===== config.mk =====
export PLATFORM = sky130hd
export DESIGN_NAME = serial_bank_port
export DESIGN_NICKNAME = d
export VERILOG_FILES = /design/src/rtl/serial_bank_port.sv
export SDC_FILE = /design/constraint.sdc
export NUM_CORES = 1
export LEC_CHECK = 0
export BUFFER_PORTS_ARGS = -buffer_cell sky130_fd_sc_hd__clkbuf_2
export CORE_ASPECT_RATIO = 0.75
export CORE_MARGIN = 1
export CORE_UTILIZATION = 40
export CTS_BUF_LIST = sky130_fd_sc_hd__clkbuf_2
export DETAILED_ROUTE_END_ITERATION = 8
export GPL_TIMING_DRIVEN = 0
export PLACE_DENSITY_LB_ADDON = 0.3
export SETUP_SLACK_MARGIN = 0.02
export SLEW_MARGIN = 10
export SYNTH_ARGS = -nofsm -noshare
export SYNTH_HDL_FRONTEND = slang
export SYNTH_SLANG_ARGS = --single-unit

===== constraint.sdc =====
create_clock -name clk -period 2.5 [get_ports clk]
set_clock_uncertainty 0.2 [all_clocks]
set_input_delay 0.25 -clock clk [delete_from_list [all_inputs] [get_ports clk]]
set_output_delay 0.25 -clock clk [all_outputs]
set_load 0.01 [all_outputs]

===== src/rtl/serial_bank_port.sv =====
module serial_bank_port #(
  parameter bit EARLY_REV   = 1'b0,
  parameter int GUARD_TICKS = 2
) (
  input  logic        clk,
  input  logic        rst_n,
  input  logic        soft_rst,
  input  logic        hard_rst,
  input  logic        wr_en,
  input  logic [15:0] addr,
  input  logic [7:0]  wdata,
  output logic [4:0]  ctrl,
  output logic [4:0]  vbank0,
  output logic [4:0]  vbank1,
  output logic [3:0]  pbank,
  output logic        ram_dis,
  output logic        wr_taken
);
  localparam int GW = $clog2(GUARD_TICKS + 1);
  localparam logic [GW-1:0] GLOAD = GW'(GUARD_TICKS - 1);
  localparam logic [4:0] CTRL_INIT = 5'b01100;

  logic [GW-1:0] guard;
  logic [3:0]    sh;
  logic [2:0]    cnt;

  wire live     = rst_n & ~soft_rst & ~hard_rst;
  wire acc      = live & wr_en & addr[15] & (guard == '0);
  wire clr_wr   = acc & wdata[7];
  wire commit   = acc & ~wdata[7] & (cnt == 3'd4);
  wire [4:0] nval = {wdata[0], sh};
  wire unused_bits = ^{wdata[6:1], addr[12:0]};

  assign wr_taken = clr_wr | commit;

  always_ff @(posedge clk) begin
    if (!rst_n) begin
      guard   <= '0;
      sh      <= '0;
      cnt     <= '0;
      ctrl    <= CTRL_INIT;
      vbank0  <= '0;
      vbank1  <= '0;
      pbank   <= '0;
      ram_dis <= EARLY_REV;
    end else if (soft_rst || hard_rst) begin
      sh        <= '0;
      cnt       <= '0;
      ctrl[3:2] <= 2'b11;
      if (hard_rst) begin
        guard   <= '0;
        ram_dis <= 1'b0;
      end else if (guard != '0) begin
        guard <= guard - GW'(1);
      end
    end else begin
      if (acc)               guard <= GLOAD;
      else if (guard != '0)  guard <= guard - GW'(1);

      if (clr_wr) begin
        sh        <= '0;
        cnt       <= '0;
        ctrl[3:2] <= 2'b11;
      end else if (commit) begin
        sh  <= '0;
        cnt <= '0;
        case (addr[14:13])
          2'b00: ctrl   <= nval;
          2'b01: vbank0 <= nval;
          2'b10: vbank1 <= nval;
          default: begin
            pbank   <= nval[3:0];
            ram_dis <= nval[4];
          end
        endcase
      end else if (acc) begin
        sh  <= {wdata[0], sh[3:1]};
        cnt <= cnt + 3'd1;
      end
    end
  end
endmodule



==> Word level (Yosys, flattened, before mapping) <==
Index checks and enable logic that the tools add are counted.
{ "totals": {"in_bits": 29, "reg_bits": 29, "out_inout_bits": 21, "word_cells": 56} }
{ "classes": {"eq_ne": 6, "addsub": 2, "bitwise_logic": 16, "n_reduce_logical": 14, "n_mux": 9} }
{ "op_table": {"columns": ["operator", "n"], "rows": [
  ["4-bit AND reduction", 5],
  ["1-bit bitwise AND", 8],
  ["2-bit two-way mux", 4],
  ["1-bit NOT", 7],
  ["3-bit OR reduction", 2],
  ["1-bit two-way mux", 5],
  ["2-bit logical NOT", 2],
  ["2-bit by 1-bit != test with 1-bit output, second input constant", 2],
  ["2-bit nonzero test", 2],
  ["4-bit OR reduction", 1],
  ["3-bit by 1-bit adder with 3-bit output, second input constant", 1],
  ["3-bit == test, second input constant", 1],
  ["2-bit by 1-bit == test with 1-bit output, second input constant", 1],
  ["2-bit == test, second input constant", 1],
  ["2-bit != test, second input constant", 1],
  ["2-bit AND reduction", 1],
  ["2-bit by 1-bit subtractor with 2-bit output, second input constant", 1],
  ["1-bit logical OR", 1],
  ["1-bit OR", 1]
]} }

==> Logic depth before layout (Yosys ltp) <==
Gate-level depths: netlist (run 1).
{ "depth": {"ltp_word": 11, "depth_mapped": 6, "depth_no_buf": 5} }

==> Worst setup path after synthesis (run 1) <==
Ideal clock, no wire load.
{ "synth_path": {"kind": "in2reg", "from": "in rst_n", "to": "reg vbank0[0]", "setup_ps": 72, "t_arrival_ps": 1625, "path_slack_ps": 603, "required_ps": 2228, "n_path_buf": 3, "cell_stages": 6, "path_cell_list": "buf_4 > or3b_1 > buf_6 > buf_6 > nor4_4 > mux2i_1"} }
{ "synth_via": {"elab_chain_len": 8} }
{ "synth_lines": {"columns": ["element", "line_no", "rtl"], "rows": [
  ["from (decl)", "6", "input logic rst_n,"],
  ["1-bit bitwise AND (2 in series)", "27", "wire live = rst_n & ~soft_rst & ~hard_rst;"],
  ["1-bit bitwise AND (3 in series)", "28", "wire acc = live & wr_en & addr[15] & (guard == '0);"],
  ["1-bit bitwise AND (on tied branches)", "30, 29", null],
  ["1-bit bitwise AND or 1-bit NOT (tied branches)", null, null],
  ["4-bit AND reduction (no source line)", null, null],
  ["to (signal assigned)", "69", "2'b01: vbank0 <= nval;"],
  ["to (decl)", "13", "output logic [4:0] vbank0,"]
]} }
Several ways; a longest one is shown, not always the timed one.
A chain may end at the register's enable or synchronous reset.

==> Worst setup path in the final report (run 1) <==
{ "layout_path": {"from": "reg guard[0]", "to": "out wr_taken"} }
{ "layout_via": {"elab_chain_len": 5} }
{ "layout_lines": {"columns": ["element", "line_no", "rtl"], "rows": [
  ["from (decl)", "23", "logic [GW-1:0] guard;"],
  ["from (signal assigned)", "54", "guard <= guard - GW'(1);"],
  ["from (signal assigned)", "58", "else if (guard != '0) guard <= guard - GW'(1);"],
  ["2-bit logical NOT *", "28", null],
  ["1-bit bitwise AND *", "28", null],
  ["1-bit bitwise AND (2 in series)", "30", "wire commit = acc & ~wdata[7] & (cnt == 3'd4);"],
  ["1-bit OR *", "34", "assign wr_taken = clr_wr | commit;"],
  ["to (decl)", "17", "output logic wr_taken"]
]} }
Mark *: on every way between the ends. The rest lies on a longest branch, timed or not.

==> summary.txt, run 1 <==
dominant synthesized flop cell -> dfxtp_1
initial antenna violation count -> 0
GRT Util Overall -> 0.1878
share of post-route cells with drive strength above 1 -> 0.2743
Sw Share -> 0.2484
die area -> 0.003523 mm^2
Min Clock Period, post-route -> 2.229 ns
pin count of the biggest net entering global routing -> 11
worst slew pin tran -> 0.5850 ns
Worst R2R Start -> cnt[0]$_SDFFE_PP0N_
Initial Util -> 0.4323
largest family of logic cells by synthesized area -> simple AND/OR/NAND/NOR gates
Post CTS Setup Buffer Count -> 0
Hold Path Class -> in2reg
Critical Path Start -> guard[0]$_SDFF_PN0_
Synth Area in Compound Gates -> 0.09515
clock share of power -> 0.313
Post-synth EDFFs -> 0
pwr dens -> 479.4 mW/mm^2
gpl congestion -> 0.7507
setup_tns -> 0 ns
Storage cell area -> 580.6 um^2
Synth Instances -> 136
vias -> 1,134
Final Hold Fails -> 0
Via density -> 5.324
max-slew violation count -> 0
Ant. Diodes -> 0
Synth Area per Inst -> 9.669 um^2
mux cell area share after synthesis -> 0.1370
Max-Cap Viols -> 0
multi-input combinational cell area -> 670.6 um^2
Logic pwr share -> 0.070
Synth Area in Simple Gates -> 0.2588
final setup vio count -> 0
status -> complete, no violations
DR iter-0 viols -> 50
first-pass GRT wire length -> 4830 um
synthesis-stage register bit count -> 29
Worst Setup End Kind -> primary output
CTS buffer count -> 5
Buffers on Ports -> 29
yosys warns -> 0
Post-Syn Area -> 0.001315 mm^2
Routed wire per std cell -> 13.42 um
hpwl dp -> 2160 um
Clock transition at path regs -> 0.14 ns
Net Count, Synth -> 167
core region area -> 0.003042 mm^2
Chip Width -> 68.21 um
Crit Path Category -> reg2out
Async SR Flop Fraction -> 0
worst min-delay path startpoint -> hard_rst
Clock Latency Late Sink -> 0.35 ns
critical path required time -> 2.05 ns
total grt overflow -> 0
Die H -> 51.66 um
nets@finish -> 205
drt drc -> 0
IO Pins -> 50
Antenna Nets Post-Route -> 0
post-synth cell types -> 30
Setup crit start kind -> flip-flop
sw power -> 186.7 uW
Rows -> 17
crit share post-route -> 0.8918
htree depth -> 2
Fillers -> 292
final wirelength -> 2858 um
Post-Synth XOR/XNOR Area -> 0
Max Clock Freq -> 0.4485 GHz
RSZ-0062 raised after global routing -> false
Max Buffers Root-to-Sink -> 2
Synth Area in Adders -> 0.01903
vias in the first global route -> 1,068
Lkg Pwr -> 0.0005790 uW
area delta synth->final -> 19.22%
relative slew slack -> 0.6083
cell internal pwr -> 564.9 uW
CP Max Fanout -> 9
Flop pwr share -> 0.616
CTS tree -> done
Peak VDD IR -> 256.5 uV
CTS Sinks -> 29
final hold slack -> 0.05457 ns
critical path arrival -> 1.78 ns
Seq/Total Area, Yosys -> 0.4415
TritonRoute pass-1 iters -> 4
Root Driver -> clkbuf_2
==> state kept, by name (all words and copies together) (netlist names) <==
| register | cells |
|---|---|
| cnt | 3 |
| guard | 2 |
| vbank1 | 5 |
| pbank | 4 |
| sh | 4 |
| ctrl | 5 |
| ram_dis | 1 |
| vbank0 | 5 |
==> path summary, 6_finish.rpt <==
path                            end  depth (start not counted)  slack (ns)
max reg2reg  vbank0[3]$_SDFFE_PN0P_                          5        0.43
min            ram_dis$_SDFFE_PN0P_                          4        0.05
max                        wr_taken                          5        0.27
min reg2reg    ram_dis$_SDFFE_PN0P_                          2        0.26
==> synth_stat cells, drive strengths merged (2+ instances only) <==
master | instances | area [um^2]
or4 | 2 | 15.01
nand3b | 3 | 22.52
nor4 | 4 | 76.32
o21ai | 8 | 40.03
nand3 | 6 | 30.03
o211ai | 2 | 15.01
inv | 5 | 18.77
o41ai | 2 | 17.52
dfxtp | 29 | 580.6
or3b | 3 | 26.28
buf | 3 | 30.03
clkbuf | 4 | 15.01
a21oi | 9 | 45.04
ha | 2 | 25.02
mux2i | 18 | 180.2
nand2 | 26 | 97.59
==> area by class of cell <==
| type | count | area share |
|---|---|---|
| Sequential cell | 29 | 0.3703 |
| Multi-Input combinational cell | 95 | 0.4278 |
| Inverter | 5 | 0.01197 |
| Clock buffer | 8 | 0.02554 |
| Timing Repair Buffer | 31 | 0.1053 |
| Tap cell | 38 | 0.03033 |
| Buffer | 7 | 0.02873 |
==> cell families (layout without fill, tap and decap cells) <==
logic type,count (synthesis),in the layout
fa+ha+maj,2,2
compound gates,22,22
mux,18,18
flops,29,29
buf+inv,12,51
simple gates,53,53
==> cells in the final DEF, fill, tap and decap left out, types with 2 or more instances in the layout <==
| cell | instances |
|---|---|
| o21ai_0 | 7 |
| clkbuf_1 | 4 |
| dfxtp_1 | 29 |
| nand3b_1 | 3 |
| or3b_2 | 2 |
| nand3_1 | 6 |
| nand2_1 | 26 |
| dlygate4sd3_1 | 2 |
| o41ai_1 | 2 |
| nor4_4 | 3 |
| a21oi_1 | 9 |
| clkbuf_2 | 37 |
| or4_1 | 2 |
| buf_6 | 2 |
| mux2i_1 | 18 |
| ha_1 | 2 |
| inv_1 | 5 |
| o211ai_1 | 2 |
==> critical path: stages (launching register included) <==
cell and delay, ns:
dfxtp_1 0.40, nor4bb_1 0.29, clkbuf_1 0.34, nand2_1 0.14, nor2_1 0.13, clkbuf_2 0.13
==> power groups by stage <==
stage	clock network (uW)	registers, uW	logic, uW
global placement	0	473	48.4
CTS	246	463	52.8
floorplan	0	473	32.4
detailed placement	0	473	50.1
finish	236	463	52.8
global route	267	464	58.2
==> routing by layer <==
layer	vias up	part of all wire	global-route usage
li1	561	-	-
met1	537	0.47	0.2463
met2	31	0.46	0.2876
met3	5	0.052	0.05482
met4	0	0.014	0.07292
met5	-	0	0
==> stage by stage <==
stage                     power (uW)  instance area (um^2)  instances  utilization  worst slack [ns]
final                          751.5                  1568        213       0.5154            0.2705
after global placement         521.6                  1508        203       0.4957            0.4223
after detailed placement       523.4                  1508        203       0.4957            0.3765
after floorplan                505.4                  1315        136            -            0.6029
after CTS                      762.0                  1568        213       0.5154            0.2497
after global routing           788.5                  1568        213       0.5154            0.1034
==> what timing repair did <==
item | 4_1_cts | 5_1_grt
hold buffers | 2 | 0
hold endpoints to repair | 6 | 0
resized for setup | 0 | 0
Note: power is estimated with default switching activity, not from simulation.
==> inputs of run 2 (changes only) <==
- CTS_BUF_LIST: sky130_fd_sc_hd__clkbuf_2 -> not set
==> summary.txt, run 2 (synthesis results as in run 1) <==
status -> complete, no violations
critical path arrival -> 1.67 ns (-0.11 ns)
Root Driver -> clkbuf_8
Top Registers -> ctrl x5, vbank0 x5, vbank1 x5
IO Pins -> 50 (unchanged)
Crit Path Category -> reg2out
Clock Latency Late Sink -> 0.27 ns (-0.08 ns)
gpl congestion -> 0.7507 (unchanged)
Hold Path Class -> in2reg
htree depth -> 2 (unchanged)
Clock transition at path regs -> 0.06 ns (-0.08 ns)
Lkg Pwr -> 0.0005769 uW (-0.36%)
crit share post-route -> 0.8472 (-0.04455)
critical path required time -> 2.05 ns (about the same)
die area -> 0.003523 mm^2 (unchanged)
Max Buffers Root-to-Sink -> 2 (unchanged)
Worst R2R Start -> cnt[0]$_SDFFE_PP0N_
CP Max Fanout -> 9 (unchanged)
initial antenna violation count -> 0 (unchanged)
Setup crit start kind -> flip-flop
Critical Path Start -> guard[0]$_SDFF_PN0_
Min Clock Period, post-route -> 2.118 ns (-0.1114 ns)
Worst Setup End Kind -> primary output
TritonRoute pass-1 iters -> 4 (unchanged)
# resized after CTS -> 0 (unchanged)
vias in the first global route -> 1,058 (-0.94%)
RSZ-0062 raised after global routing -> false
total grt overflow -> 0 (unchanged)
worst min-delay path startpoint -> wdata[0]
nets@finish -> 203 (-0.98%)
most frequent cells in the layout -> dfxtp_1 (29), clkbuf_2 (29), nand2_1 (26)
pwr dens -> 548.3 mW/mm^2 (+14%)
Rows -> 17 (unchanged)
Ant. Diodes -> 0 (unchanged)
area delta synth->final -> 20.74%
Chip Width -> 68.21 um (unchanged)
first-pass GRT wire length -> 4836 um (+0.12%)
Final Instance Area -> 0.001588 mm^2 (+1.3%)
CTS buffer count -> 5 (unchanged)
Hold Buf Count CTS -> 0 (-2)
DR iter-0 viols -> 41 (-18%)
setup_tns -> 0 ns (unchanged)
core region area -> 0.003042 mm^2 (unchanged)
Initial Util -> 0.4323 (unchanged)
share of post-route cells with drive strength above 1 -> 0.2601 (-0.01417)
vias -> 1,117 (-1.5%)
Final Hold Fails -> 0 (unchanged)
drt drc -> 0 (unchanged)
Antenna Nets Post-Route -> 0 (unchanged)
Routed wire per std cell -> 13.42 um (about the same)
Max-Cap Viols -> 0 (unchanged)
Peak VDD IR -> 448.2 uV (+75%)
final wirelength -> 2831 um (-0.94%)
CTS Sinks -> 29 (unchanged)
DP Area -> 0.001508 mm^2 (unchanged)
hpwl dp -> 2160 um (unchanged)
Die H -> 51.66 um (unchanged)
GRT Util Overall -> 0.1892 (+0.001395)
Buffers on Ports -> 29 (unchanged)
relative slew slack -> 0.6107 (+0.002448)
CTS tree -> done
Max Clock Freq -> 0.4721 GHz (+5.3%)
Post CTS Setup Buffer Count -> 0 (unchanged)
Via density -> 5.294 (-0.57%)
max-slew violation count -> 0 (unchanged)
Tot Pwr -> 870.5 uW (+16%)
worst reg2reg setup slack -> 0.46 ns (+0.03 ns)
worst slew pin tran -> 0.5813 ns (-0.003656 ns)
Fillers -> 281 (-3.8%)
pin count of the biggest net entering global routing -> 11 (unchanged)
final setup vio count -> 0 (unchanged)
[run 2: cell types whose count changed in the layout (fill, tap and decap cells not counted), sizes merged]
cell         previous run  this run
dlygate4sd3             2         0
[run 2: per-stage QoR]
step,utilization,hold WS [ns],cells,worst slack [ns]
6_report,0.5220,0.04834,211,0.3819
5_1_grt,0.5220,0.05467,211,0.2182
3_3_place_gp,0.4957,0.2463,203,0.4223
4_1_cts,0.5220,0.04024,211,0.3628
3_5_place_dp,0.4957,0.2494,203,0.3765
2_1_floorplan,-,0.1921,136,0.6029
[run 2: path summary, 6_finish.rpt]
kind,end,depth (start not counted)
min reg2reg,ram_dis$_SDFFE_PN0P_,2
max reg2reg,ctrl[3]$_SDFFE_PP1P_,5
max,wr_taken,5
min,ram_dis$_SDFFE_PN0P_,3
[run 2: layout make-up]
class                   instances  area, um^2  area share
repair buffers                 29       145.1     0.09141
plain buffers                   7       45.04     0.02837
flip-flops and latches         29       580.6      0.3656
inverters                       5       18.77     0.01182
multi-input cells              95       670.6      0.4224
well taps                      38       47.55     0.02994
clock buffers                   8       80.08     0.05043
[run 2: per-layer routing]
metal	track usage	wire length (um)	vias to the layer above
li1	-	-	556
met1	0.2422	1303	532
met2	0.2925	1336	27
met3	0.07456	184	2
met4	0.05208	7	0
met5	0	0	-
[run 2: critical path, stage by stage (launching register included)]
cell	delay [ns]
dfxtp_1	0.37
nor4bb_1	0.29
clkbuf_1	0.34
nand2_1	0.13
nor2_1	0.13
clkbuf_2	0.13
[run 2: where the power goes]
part	leakage (uW)	switching [uW]	total [uW]	internal [uW]
Sequential	0.000234	0.588	463	463
Combinational	0.000304	32.7	50.4	17.7
Clock	0.0000395	160	357	197
